$ cat src/rtl/pwm_dual_pkg.sv
package pwm_dual_pkg;
  localparam int unsigned FLD_W = 10;
  localparam int unsigned PRE_W = 17;

  typedef struct packed {
    logic       div1;
    logic       pulse;
    logic       mode;
    logic       gate;
    logic       act;
    logic       en;
    logic [3:0] code;
  } ch_ctrl_t;

  // 0 marks an invalid code
  function automatic logic [PRE_W-1:0] pre_div(input logic [3:0] code);
    case (code)
      4'd0:    pre_div = PRE_W'(120);
      4'd1:    pre_div = PRE_W'(180);
      4'd2:    pre_div = PRE_W'(240);
      4'd3:    pre_div = PRE_W'(360);
      4'd4:    pre_div = PRE_W'(480);
      4'd8:    pre_div = PRE_W'(12000);
      4'd9:    pre_div = PRE_W'(24000);
      4'd10:   pre_div = PRE_W'(36000);
      4'd11:   pre_div = PRE_W'(48000);
      4'd12:   pre_div = PRE_W'(72000);
      default: pre_div = '0;
    endcase
  endfunction
endpackage

$ cat src/rtl/pwm_dual_prescale.sv
module pwm_dual_prescale #(
  parameter int unsigned PRE_W = 17
) (
  input  logic             clk_i,
  input  logic             rst_ni,
  input  logic             run_i,
  input  logic             div1_i,
  input  logic [PRE_W-1:0] div_i,
  output logic             tick_o
);
  logic [PRE_W-1:0] cnt_q;

  assign tick_o = run_i && (div1_i || (cnt_q == div_i - PRE_W'(1)));

  always_ff @(posedge clk_i or negedge rst_ni) begin
    if (!rst_ni)                 cnt_q <= '0;
    else if (!run_i || tick_o)   cnt_q <= '0;
    else                         cnt_q <= cnt_q + PRE_W'(1);
  end
endmodule

$ cat src/rtl/pwm_dual_chan.sv
module pwm_dual_chan
  import pwm_dual_pkg::*;
#(
  parameter int unsigned CNT_W      = 16,
  parameter bit          HAS_BYPASS = 1'b1,
  localparam int unsigned PD_W      = 2 * CNT_W
) (
  input  logic            clk_i,
  input  logic            rst_ni,
  input  ch_ctrl_t        ctrl_i,
  input  logic            pd_we_i,
  input  logic [PD_W-1:0] pd_i,
  output logic [PD_W-1:0] pd_sh_o,
  output logic            rdy_o,
  output logic            pulse_done_o,
  output logic            pwm_o
);
  logic [CNT_W-1:0] prd_q, dty_q, prd_sh_q, dty_sh_q, cnt_q;
  logic [PRE_W-1:0] div;
  logic             div1, run, go, tick, eop, load, active, rdy_q;

  assign div  = pre_div(ctrl_i.code);
  assign div1 = ctrl_i.div1 || (HAS_BYPASS && (ctrl_i.code == 4'hF));
  assign run  = ctrl_i.en && ctrl_i.gate && (div1 || (div != '0));
  assign go   = run && (!ctrl_i.mode || ctrl_i.pulse);

  pwm_dual_prescale #(.PRE_W(PRE_W)) u_pre (
    .clk_i  (clk_i),
    .rst_ni (rst_ni),
    .run_i  (go),
    .div1_i (div1),
    .div_i  (div),
    .tick_o (tick)
  );

  assign eop  = tick && (cnt_q == prd_q);
  assign load = rdy_q && (eop || !go);

  always_ff @(posedge clk_i or negedge rst_ni) begin
    if (!rst_ni) begin
      prd_sh_q <= '0;
      dty_sh_q <= '0;
      rdy_q    <= 1'b0;
    end else begin
      if (pd_we_i) {prd_sh_q, dty_sh_q} <= pd_i;
      if (pd_we_i)   rdy_q <= 1'b1;
      else if (load) rdy_q <= 1'b0;
    end
  end

  always_ff @(posedge clk_i or negedge rst_ni) begin
    if (!rst_ni) begin
      prd_q <= '0;
      dty_q <= '0;
      cnt_q <= '0;
    end else begin
      if (load) begin
        prd_q <= prd_sh_q;
        dty_q <= dty_sh_q;
      end
      if (!go || eop) cnt_q <= '0;
      else if (tick)  cnt_q <= cnt_q + CNT_W'(1);
    end
  end

  assign active       = go && (cnt_q < dty_q);
  assign pwm_o        = ctrl_i.act ? active : !active;
  assign pulse_done_o = eop && ctrl_i.mode;
  assign rdy_o        = rdy_q;
  assign pd_sh_o      = {prd_sh_q, dty_sh_q};
endmodule

$ cat src/rtl/pwm_dual.sv
module pwm_dual
  import pwm_dual_pkg::*;
#(
  parameter int unsigned NUM_CH     = 2,
  parameter int unsigned CNT_W      = 16,
  parameter int unsigned STRIDE     = 15,
  parameter int unsigned RDY_LSB    = 28,
  parameter int unsigned ADDR_W     = 2,
  parameter bit          HAS_BYPASS = 1'b1,
  localparam int unsigned DATA_W    = 2 * CNT_W
) (
  input  logic              clk_i,
  input  logic              rst_ni,
  input  logic              we_i,
  input  logic [ADDR_W-1:0] addr_i,
  input  logic [DATA_W-1:0] wdata_i,
  output logic [DATA_W-1:0] rdata_o,
  output logic [NUM_CH-1:0] pwm_o
);
  ch_ctrl_t [NUM_CH-1:0]              ctrl_q;
  logic     [NUM_CH-1:0]              rdy, pulse_done, pd_we;
  logic     [NUM_CH-1:0][DATA_W-1:0]  pd_sh;
  logic                               ctrl_we;

  assign ctrl_we = we_i && (addr_i == '0);

  for (genvar n = 0; n < NUM_CH; n++) begin : g_ch
    assign pd_we[n] = we_i && (addr_i == ADDR_W'(n + 1));

    always_ff @(posedge clk_i or negedge rst_ni) begin
      if (!rst_ni)            ctrl_q[n] <= '0;
      else if (ctrl_we)       ctrl_q[n] <= ch_ctrl_t'(wdata_i[n*STRIDE +: FLD_W]);
      else if (pulse_done[n]) ctrl_q[n].pulse <= 1'b0;
    end

    pwm_dual_chan #(.CNT_W(CNT_W), .HAS_BYPASS(HAS_BYPASS)) u_chan (
      .clk_i        (clk_i),
      .rst_ni       (rst_ni),
      .ctrl_i       (ctrl_q[n]),
      .pd_we_i      (pd_we[n]),
      .pd_i         (wdata_i),
      .pd_sh_o      (pd_sh[n]),
      .rdy_o        (rdy[n]),
      .pulse_done_o (pulse_done[n]),
      .pwm_o        (pwm_o[n])
    );
  end

  always_comb begin
    rdata_o = '0;
    if (addr_i == '0) begin
      for (int n = 0; n < NUM_CH; n++) begin
        rdata_o[n*STRIDE +: FLD_W] = ctrl_q[n];
        rdata_o[RDY_LSB + n]       = rdy[n];
      end
    end else begin
      for (int n = 0; n < NUM_CH; n++)
        if (addr_i == ADDR_W'(n + 1)) rdata_o = pd_sh[n];
    end
  end
endmodule

$ cat config.mk
export PLATFORM = sky130hd
export DESIGN_NAME = pwm_dual
export DESIGN_NICKNAME = d
export VERILOG_FILES = /design/src/rtl/pwm_dual_pkg.sv /design/src/rtl/pwm_dual_prescale.sv /design/src/rtl/pwm_dual_chan.sv /design/src/rtl/pwm_dual.sv
export SDC_FILE = /design/constraint.sdc
export NUM_CORES = 1
export LEC_CHECK = 0
export ABC_CLOCK_PERIOD_IN_PS = 6700
export BUFFER_PORTS_ARGS = -buffer_cell sky130_fd_sc_hd__buf_4
export CORE_MARGIN = 5
export CORE_UTILIZATION = 45
export DETAILED_ROUTE_END_ITERATION = 8
export GPL_TIMING_DRIVEN = 0
export PLACE_DENSITY = 0.59
export SYNTH_ARGS = -nofsm -noshare
export SYNTH_HDL_FRONTEND = slang
export SYNTH_SLANG_ARGS = --single-unit
export TNS_END_PERCENT = 100
$ cat constraint.sdc
create_clock -name clk_i -period 6.7 [get_ports clk_i]
set_input_delay 0.67 -clock clk_i [delete_from_list [all_inputs] [get_ports clk_i]]
set_output_delay 0.67 -clock clk_i [all_outputs]
set_load 0.01 [all_outputs]
==> results of run 1 <==
[power by group through the flow]
stage / Clock, mW / Combinational (mW) / Sequential (mW)
CTS: 1.44 / 1.26 / 1.85
global placement: 0 / 1.24 / 1.86
detailed placement: 0 / 1.26 / 1.87
global route: 1.50 / 1.39 / 1.88
floorplan: 0 / 0.936 / 1.76
finish: 1.41 / 1.25 / 1.84
[per-layer routing]
| metal | global-route usage [%] | vias up | wire length [um] |
|---|---|---|---|
| met3 | 3.40 | 27 | 1470 |
| met4 | 3.48 | 0 | 453 |
| li1 | - | 4281 | - |
| met5 | 0 | - | 0 |
| met2 | 33.0 | 195 | 14800 |
| met1 | 31.1 | 4436 | 15800 |
[worst max-delay path, stage by stage (launching register included)]
cell and delay (ns):
dfrtp_1 0.45, buf_2 0.26, inv_1 0.10, ha_1 0.38, or3_4 0.43, ha_1 0.28, nor3b_1 0.17, nand3_1 0.13
o2111ai_1 0.37, a211oi_1 0.33, o21ai_0 0.12, a21oi_1 0.15, xnor2_1 0.15, buf_4 0.14, buf_4 0.11
[sequential cells by signal, summed over array words and instances (netlist names)]
name                     count
g_ch.u_chan.dty_sh_q        32
g_ch.u_chan.u_pre.cnt_q     34
g_ch.u_chan.rdy_o            2
g_ch.u_chan.cnt_q           32
ctrl_q                      20
g_ch.u_chan.prd_q           32
g_ch.u_chan.dty_q           32
g_ch.u_chan.prd_sh_q        32
[cell usage after synthesis, types with 28 or more instances]
cell	n	share of area, %
dfrtp_1	216	44
mux2_2	96	8.7
nor2_1	81	2.5
nand2_1	74	2.2
xnor2_1	61	4.3
o21ai_0	56	2.3
inv_1	49	1.5
ha_1	46	4.6
xor2_1	45	3.2
mux2_4	40	4.8
a21oi_1	38	1.5
nand3_1	31	1.3
clkbuf_1	28	0.85
[cells by family (layout without fill, tap and decap cells)]
| logic type | Yosys count | count (layout) | synth area share (%) |
|---|---|---|---|
| and+or+nand+nor | 317 | 317 | 13.1 |
| muxes | 165 | 165 | 15.9 |
| xor gates and xnor gates | 107 | 107 | 7.66 |
| buffers and inverters | 113 | 227 | 4.21 |
| DFF | 216 | 216 | 43.6 |
| AOI/OAI and AO/OA | 197 | 197 | 10.8 |
| adders and majority gates | 46 | 46 | 4.64 |
[stage by stage]
step / power, mW / hold slack [ns] / cells / area, sq um / utilization [%]
floorplan: 2.70 / 0.374 / 1161 / 12400 / -
global placement: 3.10 / 0.471 / 1570 / 13300 / 49.4
detailed placement: 3.12 / 0.469 / 1571 / 13400 / 49.5
CTS: 4.56 / 0.241 / 1616 / 14200 / 52.7
global route: 4.76 / 0.257 / 1616 / 14200 / 52.7
finish: 4.51 / 0.164 / 1616 / 14200 / 52.7
[area by class of cell]
class | instances | area [sq um] | area share [%]
Multi-Input combinational cell | 832 | 6480 | 45.5
Clock inverter | 12 | 144 | 1.01
Timing Repair Buffer | 69 | 546 | 3.83
Inverter | 49 | 184 | 1.29
Clock buffer | 33 | 706 | 4.96
Buffer | 64 | 339 | 2.38
Tap cell | 341 | 427 | 3.00
Sequential cell | 216 | 5410 | 38.0
[how the worst max path moves through the flow]
stage	startpoint	end	slack [ns]	cells past startpoint
4_1_cts	ctrl_q[10]$_DFFE_PN0P_	pwm_o[1]	1.92	14
6_report	ctrl_q[10]$_DFFE_PN0P_	pwm_o[1]	1.95	14
3_3_place_gp	ctrl_q[10]$_DFFE_PN0P_	pwm_o[1]	2.45	14
5_1_grt	ctrl_q[10]$_DFFE_PN0P_	pwm_o[1]	1.71	14
2_1_floorplan	ctrl_q[10]$_DFFE_PN0P_	pwm_o[1]	3.23	13
3_5_place_dp	ctrl_q[10]$_DFFE_PN0P_	pwm_o[1]	2.49	14
==> results.md, run 1 <==
- Status: complete, no violations
- Commonest non-fill, non-tap cells in the layout: 216 x dfrtp_1, 96 x mux2_2, 81 x nor2_1
- Clk root buf: clkbuf_16
- CP required: 6.03 ns
- Setup WS pre-CTS: 2.49 ns
- #FFs+latches synth: 216
- Final worst slack: 1.95 ns
- Clock sinks: between 200 and 250
- Core Area: 27000 sq um
- Async S/R FF share, synth: 100%
- Yosys warning count: 0
- Clk slew on worst S/H paths: roughly 0.06 ns
- Worst setup path category: reg2out
- CTS tree: done
- Drt drc: 0
- Gr ovfl total: 0
- Detail Placement HPWL: 24000 um
- Post-synth EDFFs: 0
- Leakage: 6.49 nW
- I/O pin cnt: 71
- Pint: 3.11 mW
- Prevailing post-synth register cell: dfrtp_1
- Post-Route Setup TNS: 0 ns
- P per Cell Area: 317 nW/um^2
- HP Class: in2async
- Layout cells sized above 1: 23.5%
- Flop pwr share: 40.9%
- Fmax: 210 MHz
- Site row count: 60
- Initial antenna violation count: 0
- Via density: 5.53
- Count of cell types in the netlist: 85
- Total Routing Usage GR: 21.0%
- Comb pwr share: between 20% and 30%
- Die H: approximately 180 um
- RR Endpoint: g_ch[1].u_chan.cnt_q[14]$_DFFE_PN0P_
- Syn Nets: 1244
- Final nets: around 1.3k
- Die Wd: 176 um
- Vias: a little under 9k
- Routed len/inst: 20.1 um
- Clock latency on the worst-skew pair: about 0.52 ns
- Net switching power: 1.40 mW
- Final Hold Fails: 0
- # diodes: 0
- Synth Cell Area: 12400 sq um
- Setup Fix Bufs, Post-CTS: 0
- Most common cell after layout, fill and taps aside: dfrtp_1
- Rel. slew slack: 38.9%
- Setup slack, reg-to-reg: between 2 and 3 ns
- CTS buffer count: 25
- Setup violators final: 0
- Critical Path Sink Type: output pin
- Max-cap violation count: 0
- Synth-to-Final Area Change: 14.7%
- Gpl congestion: approximately 0.87
- Worst r2r path cells: 14
- RSZ-0062 raised after global routing: no
- Mapped Cells: about 1.2k
- Worst-margin pin slew: roughly 0.9 ns
- Vias in the first global route: about 9.1k
- Startpoint Class: register
- Fin. max-slew vios: 0
- Clock share of power: a little under a third
- Critical path arrival: 4.08 ns
- Largest net degree at the start of global routing: around 110
- Max Root-Sink Buffers: 3
- Final Skew: 0.0118 ns
- Post-CTS sizing: 0
- Fin crit period: 4.75 ns
- R2r startpoint: ctrl_q[10]$_DFFE_PN0P_
- First-pass GRT wire length: 52000 um
- Antenna Nets Post-Route: 0
- Drt first-iter violations: 631
- Drt pass-1 iters: 7
- Switching share of total power: a little under a third
- Total Wirelength: 32500 um
- Count of input and output buffers: 68
- H-Tree Depth: 1
- Critical Path Fanout Max: 10
- Period utilization: 70.9%
- Hold Buf Count CTS: 0
- Fillers: ~2.4k
- Seq/Total Area, Yosys: 43.6%
- Worst VDD drop: 0.197 mV
- Post-Syn Area per Cell: 10.7 sq um
- Starting density of the core: 45.9%
- Die area: approximately 31000 sq um
Note: power is estimated with default switching activity, not from simulation.
==> run 2, diff against run 1 <==
- ABC_CLOCK_PERIOD_IN_PS: 6700 -> 4800
- clock period: 6.7 -> 4.8 ns (I/O delays scaled with it)
==> results.md, run 2 (synthesis results as in run 1) <==
- Clk root buf: clkbuf_16
- Post-Route Setup TNS: 0 ns (unchanged)
- DP Area: 13400 sq um (unchanged)
- Drt first-iter violations: 669 (+6.0%)
- Status: finished, violations left
- Total Routing Usage GR: 21.0% (unchanged)
- GRT Max-Usage Layer: met2
- Top reg by flops: g_ch.u_chan.u_pre.cnt_q
- Fin crit period: 4.50 ns
- Total Wirelength: 32500 um (about the same)
- Final non-filler cell total: 1616 (unchanged)
- R2r startpoint: ctrl_q[10]$_DFFE_PN0P_
- CTS buffer count: 25 (unchanged)
- CTS tree: done
- First-pass GRT wire length: 52000 um (unchanged)
- Finished Core Util: 52.7% (about the same)
- Critical Path Fanout Max: 9 (-1)
- Drt drc: 0 (unchanged)
- Die H: 176 um (unchanged)
- Gr ovfl total: 0 (unchanged)
- M1 GR Usage: 31.1% (unchanged)
- Setup violators final: 0 (unchanged)
- Leakage: 6.49 nW (about the same)
- Worst-margin pin slew: 0.914 ns (-0.00169 ns)
- Max-cap violation count: 0 (unchanged)
- Vias in the first global route: 9057 (unchanged)
- Clock latency on the worst-skew pair: 0.52 ns (about the same)
- RR Endpoint: g_ch[1].u_chan.cnt_q[14]$_DFFE_PN0P_
- Failing checks: negative hold slack
- Fin. max-slew vios: 0 (unchanged)
- Worst r2r path cells: 15 (+1)
- Max reg flops: 34 (unchanged)
- Max Root-Sink Buffers: 3 (unchanged)
- Detail Placement HPWL: 24000 um (unchanged)
- Site row count: 60 (unchanged)
- Fillers: 2431 (-0.082%)
- GRT met2 Usage: 33.0% (unchanged)
- Final worst slack: 0.301 ns (-1.65 ns)
- Largest net degree at the start of global routing: 111 (unchanged)
- Power Total: 6.30 mW (+40%)
- Commonest non-fill, non-tap cells in the layout: 216 x dfrtp_1, 96 x mux2_2, 81 x nor2_1
- Layout cells sized above 1: 23.6% (+0.078 points)
- Setup WS pre-CTS: 0.774 ns (-1.72 ns)
- Count of input and output buffers: 68 (unchanged)
- I/O pin cnt: 71 (unchanged)
- Cells after DPL: 1571 (unchanged)
- HP Class: in2async
- Critical path arrival: 4.02 ns (-0.06 ns)
- Startpoint Class: register
- Routed len/inst: 20.1 um (about the same)
- Worst VDD drop: 0.274 mV (+39%)
- Synth-to-Final Area Change: 14.7% (about the same)
- RSZ-0062 raised after global routing: no
- Worst setup path category: reg2out
- Vias: 8945 (+0.067%)
- CP required: 4.32 ns (-1.71 ns)
- Worst Setup SP: ctrl_q[1]$_DFFE_PN0P_
- Final nets: 1340 (unchanged)
- Worst setup path endpoint: pwm_o[0]
- Period utilization: 93.7%
- Drt pass-1 iters: 7 (unchanged)
- Setup slack, reg-to-reg: 0.73 ns (-1.88 ns)
- Final Cell Area: 14200 sq um (about the same)
- # diodes: 0 (unchanged)
- Final Skew: 0.0154 ns (+0.00359 ns)
- Fmax: 222 MHz
- Die Wd: 176 um (unchanged)
- Hold slack: -0.0155 ns (-0.179 ns)
- Via density: 5.54 (about the same)
- P per Cell Area: 442 nW/um^2 (+40%)
- H-Tree Depth: 1 (unchanged)
- Gpl congestion: 0.865 (unchanged)
- Die area: 31000 sq um (unchanged)
- Global routing usage on met3: 3.40% (unchanged)
- Final Hold Fails: 7 (+7)
- Clock sinks: 216 (unchanged)
- Critical Path Sink Type: output pin
- Core Area: 27000 sq um (unchanged)
- Rel. slew slack: 39.0% (+0.11 points)
- Setup Fix Bufs, Post-CTS: 0 (unchanged)
- Antenna Nets Post-Route: 0 (unchanged)
- Starting density of the core: 45.9% (unchanged)
- Most common cell after layout, fill and taps aside: dfrtp_1
- Initial antenna violation count: 0 (unchanged)
- Clk slew on worst S/H paths: 0.07 ns (about the same)
## run 2: layout make-up
type	instances	area [sq um]	area share [%]
multi-input cells	832	6490	45.6
flip-flops and latches	216	5410	38.0
clock buffers	33	706	4.96
repair buffers	69	546	3.83
well taps	341	427	3.00
plain buffers	64	339	2.38
inverters	49	184	1.29
clock inverters	12	144	1.01
## run 2: power breakdown
part / leakage [nW] / internal [mW] / total, mW / switching [mW]
Sequential: 2.71 / 2.23 / 2.57 / 0.345
Clock: 0.418 / 1.19 / 1.97 / 0.779
Combinational: 3.36 / 0.914 / 1.75 / 0.837
Total: 6.49 / 4.33 / 6.30 / 1.96
## run 2: timing repair
item	in CTS	in global routing
setup endpoints to repair	0	1
hold buffers	0	0
resized for setup	0	1
## run 2: layer usage
| metal | part of all wire, % | wire, um |
|---|---|---|
| met5 | 0 | 0 |
| met4 | 1.4 | 451 |
| met3 | 4.8 | 1580 |
| met2 | 45 | 14700 |
| met1 | 49 | 15800 |
## run 2: critical path, cell delays in order (launching register included)
cell	delay [ns]
dfrtp_1	0.40
buf_4	0.19
inv_1	0.21
ha_1	0.38
nor3_2	0.27
inv_1	0.08
ha_1	0.23
a21boi_0	0.18
nand3_1	0.17
o2111a_1	0.23
clkbuf_1	0.40
o211ai_1	0.16
a21oi_1	0.19
xnor2_1	0.16
buf_4	0.14
buf_4	0.11
## run 2: worst min path at each step
stage | start | end | slack (ns)
finish | rst_ni | g_ch[1].u_chan.u_pre.cnt_q[6]$_DFF_PN0_ | -0.02
global route | rst_ni | g_ch[1].u_chan.u_pre.cnt_q[6]$_DFF_PN0_ | 0.07
CTS | rst_ni | g_ch[1].u_chan.u_pre.cnt_q[8]$_DFF_PN0_ | 0.05
detailed placement | g_ch[0].u_chan.u_pre.cnt_q[0]$_DFF_PN0_ | g_ch[0].u_chan.u_pre.cnt_q[0]$_DFF_PN0_ | 0.47
global placement | g_ch[1].u_chan.u_pre.cnt_q[0]$_DFF_PN0_ | g_ch[1].u_chan.u_pre.cnt_q[0]$_DFF_PN0_ | 0.47
floorplan | rst_ni | ctrl_q[0]$_DFFE_PN0P_ | 0.18
==> run 3, diff against run 2 <==
- MAX_ROUTING_LAYER: unset -> met4
- SLEW_MARGIN: unset -> 20
==> results.md, run 3 (synthesis results as in run 1) <==
- First-pass GRT wire length: 52000 um (about the same)
- # diodes: 0 (unchanged)
- Finished Core Util: 53.1% (+0.38 points)
- Worst r2r path cells: 15 (unchanged)
- Synth-to-Final Area Change: 15.6%
- Setup WS pre-CTS: 0.756 ns (-0.0182 ns)
- Die H: 176 um (unchanged)
- H-Tree Depth: 1 (unchanged)
- Final nets: 1343 (+0.22%)
- Power Total: 6.40 mW (+1.7%)
- Count of input and output buffers: 68 (unchanged)
- Layout cells sized above 1: 24.0% (+0.38 points)
- Status: complete, no violations
- Clk root buf: clkbuf_16
- CP dominant cell by count: buf_4
- I/O pin cnt: 71 (unchanged)
- Drt drc: 0 (unchanged)
- Largest net degree at the start of global routing: 92 (-17%)
- Fin. max-slew vios: 0 (unchanged)
- Post-Route Setup TNS: 0 ns (unchanged)
- Core Area: 27000 sq um (unchanged)
- Site row count: 60 (unchanged)
- Top reg by flops: g_ch.u_chan.u_pre.cnt_q
- Via density: 5.58 (+0.74%)
- Routed len/inst: 20.2 um (+0.54%)
- Critical Path Sink Type: output pin
- Worst-path cell chain: buf_4 -> inv_1 -> ha_1 -> nor3_2 -> inv_1 -> ha_1 -> a21boi_0 -> nand3_1 -> o2111a_1 -> clkbuf_1 -> o211ai_1 -> a21oi_1 -> xnor2_1 -> buf_4 -> buf_4
- DP Area: 13400 sq um (+0.21%)
- Buf/Inv on CP: 6 (unchanged)
- Critical Path Fanout Max: 9 (unchanged)
- HP Class: in2reg
- CTS tree: done
- Final worst slack: 0.227 ns (-0.0732 ns)
- Final Cell Area: 14300 sq um (+0.72%)
- Commonest non-fill, non-tap cells in the layout: 216 x dfrtp_1, 96 x mux2_2, 81 x nor2_1
- Die Wd: 176 um (unchanged)
- Max-cap violation count: 0 (unchanged)
- Total Wirelength: 32800 um (+0.85%)
- RSZ-0062 raised after global routing: no
- Clock sinks: 216 (unchanged)
- Period utilization: 95.3% (+1.5 points)
- CP required: 4.32 ns (about the same)
- Hold-critical path depth: 3
- Final Skew: 0.0100 ns (-0.00531 ns)
- Worst VDD drop: 0.406 mV (+48%)
- Max Root-Sink Buffers: 3 (unchanged)
- Vias in the first global route: 9028 (-0.32%)
- Die area: 31000 sq um (unchanged)
- Slowest stage delay, CP: 0.42 ns (+0.02 ns)
- Worst setup path category: reg2out
- Gr ovfl total: 0 (unchanged)
- P per Cell Area: 447 nW/um^2 (+0.98%)
- Initial antenna violation count: 0 (unchanged)
- Worst path slowest cell: clkbuf_1
- Starting density of the core: 45.9% (unchanged)
- Startpoint Class: register
- Clk slew on worst S/H paths: 0.06 ns (about the same)
- Stages on worst setup path: 15 (unchanged)
- Worst-margin pin slew: 0.889 ns (-0.0248 ns)
- Max reg flops: 34 (unchanged)
- Total Routing Usage GR: 21.7% (+0.71 points)
- Vias: 9039 (+1.1%)
- Fmax: 219 MHz (-1.6%)
- Drt pass-1 iters: 5 (-2)
- Setup violators final: 0 (unchanged)
- Gpl congestion: 0.908 (+5.0%)
- Detail Placement HPWL: 24300 um (+1.2%)
- Top delay family on crit path: buffers and inverters
- Antenna Nets Post-Route: 0 (unchanged)
- Drt first-iter violations: 587 (-12%)
- CTS buffer count: 26 (+4.0%)
- Final Hold Fails: 0 (-7)
- Rel. slew slack: 40.7% (+1.7 points)
- Fin crit period: 4.57 ns (+0.0732 ns)
- Critical path arrival: 4.09 ns (+0.07 ns)
- Most common cell after layout, fill and taps aside: dfrtp_1
- Setup Fix Bufs, Post-CTS: 0 (unchanged)
- Leakage: 6.55 nW (+0.89%)
- Clock latency on the worst-skew pair: 0.53 ns (about the same)
## run 3: cell types whose count changed in the layout (fill, tap and decap cells not counted), sizes merged
| cell | delta |
|---|---|
| clkbuf | +4 |
| buf | +1 |
| bufinv | -1 |
| dlygate4sd3 | +1 |
| clkinvlp | -1 |
| inv | +1 |
## run 3: timing repair
item,CTS,global route
endpoints found under the hold margin,62,0
hold buffers,1,0
endpoints found under the setup margin,0,1
gates resized for setup,0,1
## run 3: layout make-up
class	instances	area, sq um
multi-input cells	832	6490
plain buffers	64	339
clock buffers	37	803
flip-flops and latches	216	5410
fillers	2412	12700
inverters	49	184
well taps	341	427
clock inverters	11	111
repair buffers	71	583
## run 3: through the flow
step | cells | hold WS [ns]
final | 1621 | 0.180
after global routing | 1621 | 0.176
after CTS | 1621 | 0.162
after detailed placement | 1572 | 0.456
after global placement | 1570 | 0.471
after floorplan | 1161 | 0.184
## run 3: path summary, 6_finish.rpt
check / end / from / slack [ns]
max in group asynchronous: g_ch[1].u_chan.cnt_q[15]$_DFFE_PN0P_ / rst_ni / 3.44
max: pwm_o[0] / ctrl_q[1]$_DFFE_PN0P_ / 0.23
min reg2reg: g_ch[0].u_chan.u_pre.cnt_q[0]$_DFF_PN0_ / g_ch[0].u_chan.u_pre.cnt_q[0]$_DFF_PN0_ / 0.48
min in group asynchronous: g_ch[1].u_chan.u_pre.cnt_q[8]$_DFF_PN0_ / rst_ni / 0.47
max reg2reg: g_ch[1].u_chan.cnt_q[14]$_DFFE_PN0P_ / ctrl_q[10]$_DFFE_PN0P_ / 0.79
min: ctrl_q[1]$_DFFE_PN0P_ / wdata_i[1] / 0.18
## run 3: power by group
part           total (mW)  internal [mW]  switching, mW
Combinational        1.76          0.917          0.844
Sequential           2.58           2.23          0.347
Clock                2.07           1.27          0.799
Total                6.40           4.41           1.99
## run 3: per-layer routing
metal  vias to the layer above  GRT usage (%)  wire length, um
li1                       4283              -                -
met1                      4497           31.5            15800
met2                       226           33.1            15000
met3                        33           2.93             1680
met4                         0           3.67              371
met5                         -              -                0
## run 3: worst reg2reg max path, stage by stage (launching register included)
cell	delay [ns]
dfrtp_1	0.45
buf_2	0.27
inv_1	0.11
ha_1	0.40
or3_4	0.43
ha_1	0.28
xor2_1	0.20
xnor2_1	0.15
nand4_1	0.11
nor4_1	0.26
o2111ai_1	0.27
buf_2	0.26
clkbuf_1	0.27
a21oi_1	0.24
xnor2_1	0.14
nor2_1	0.06
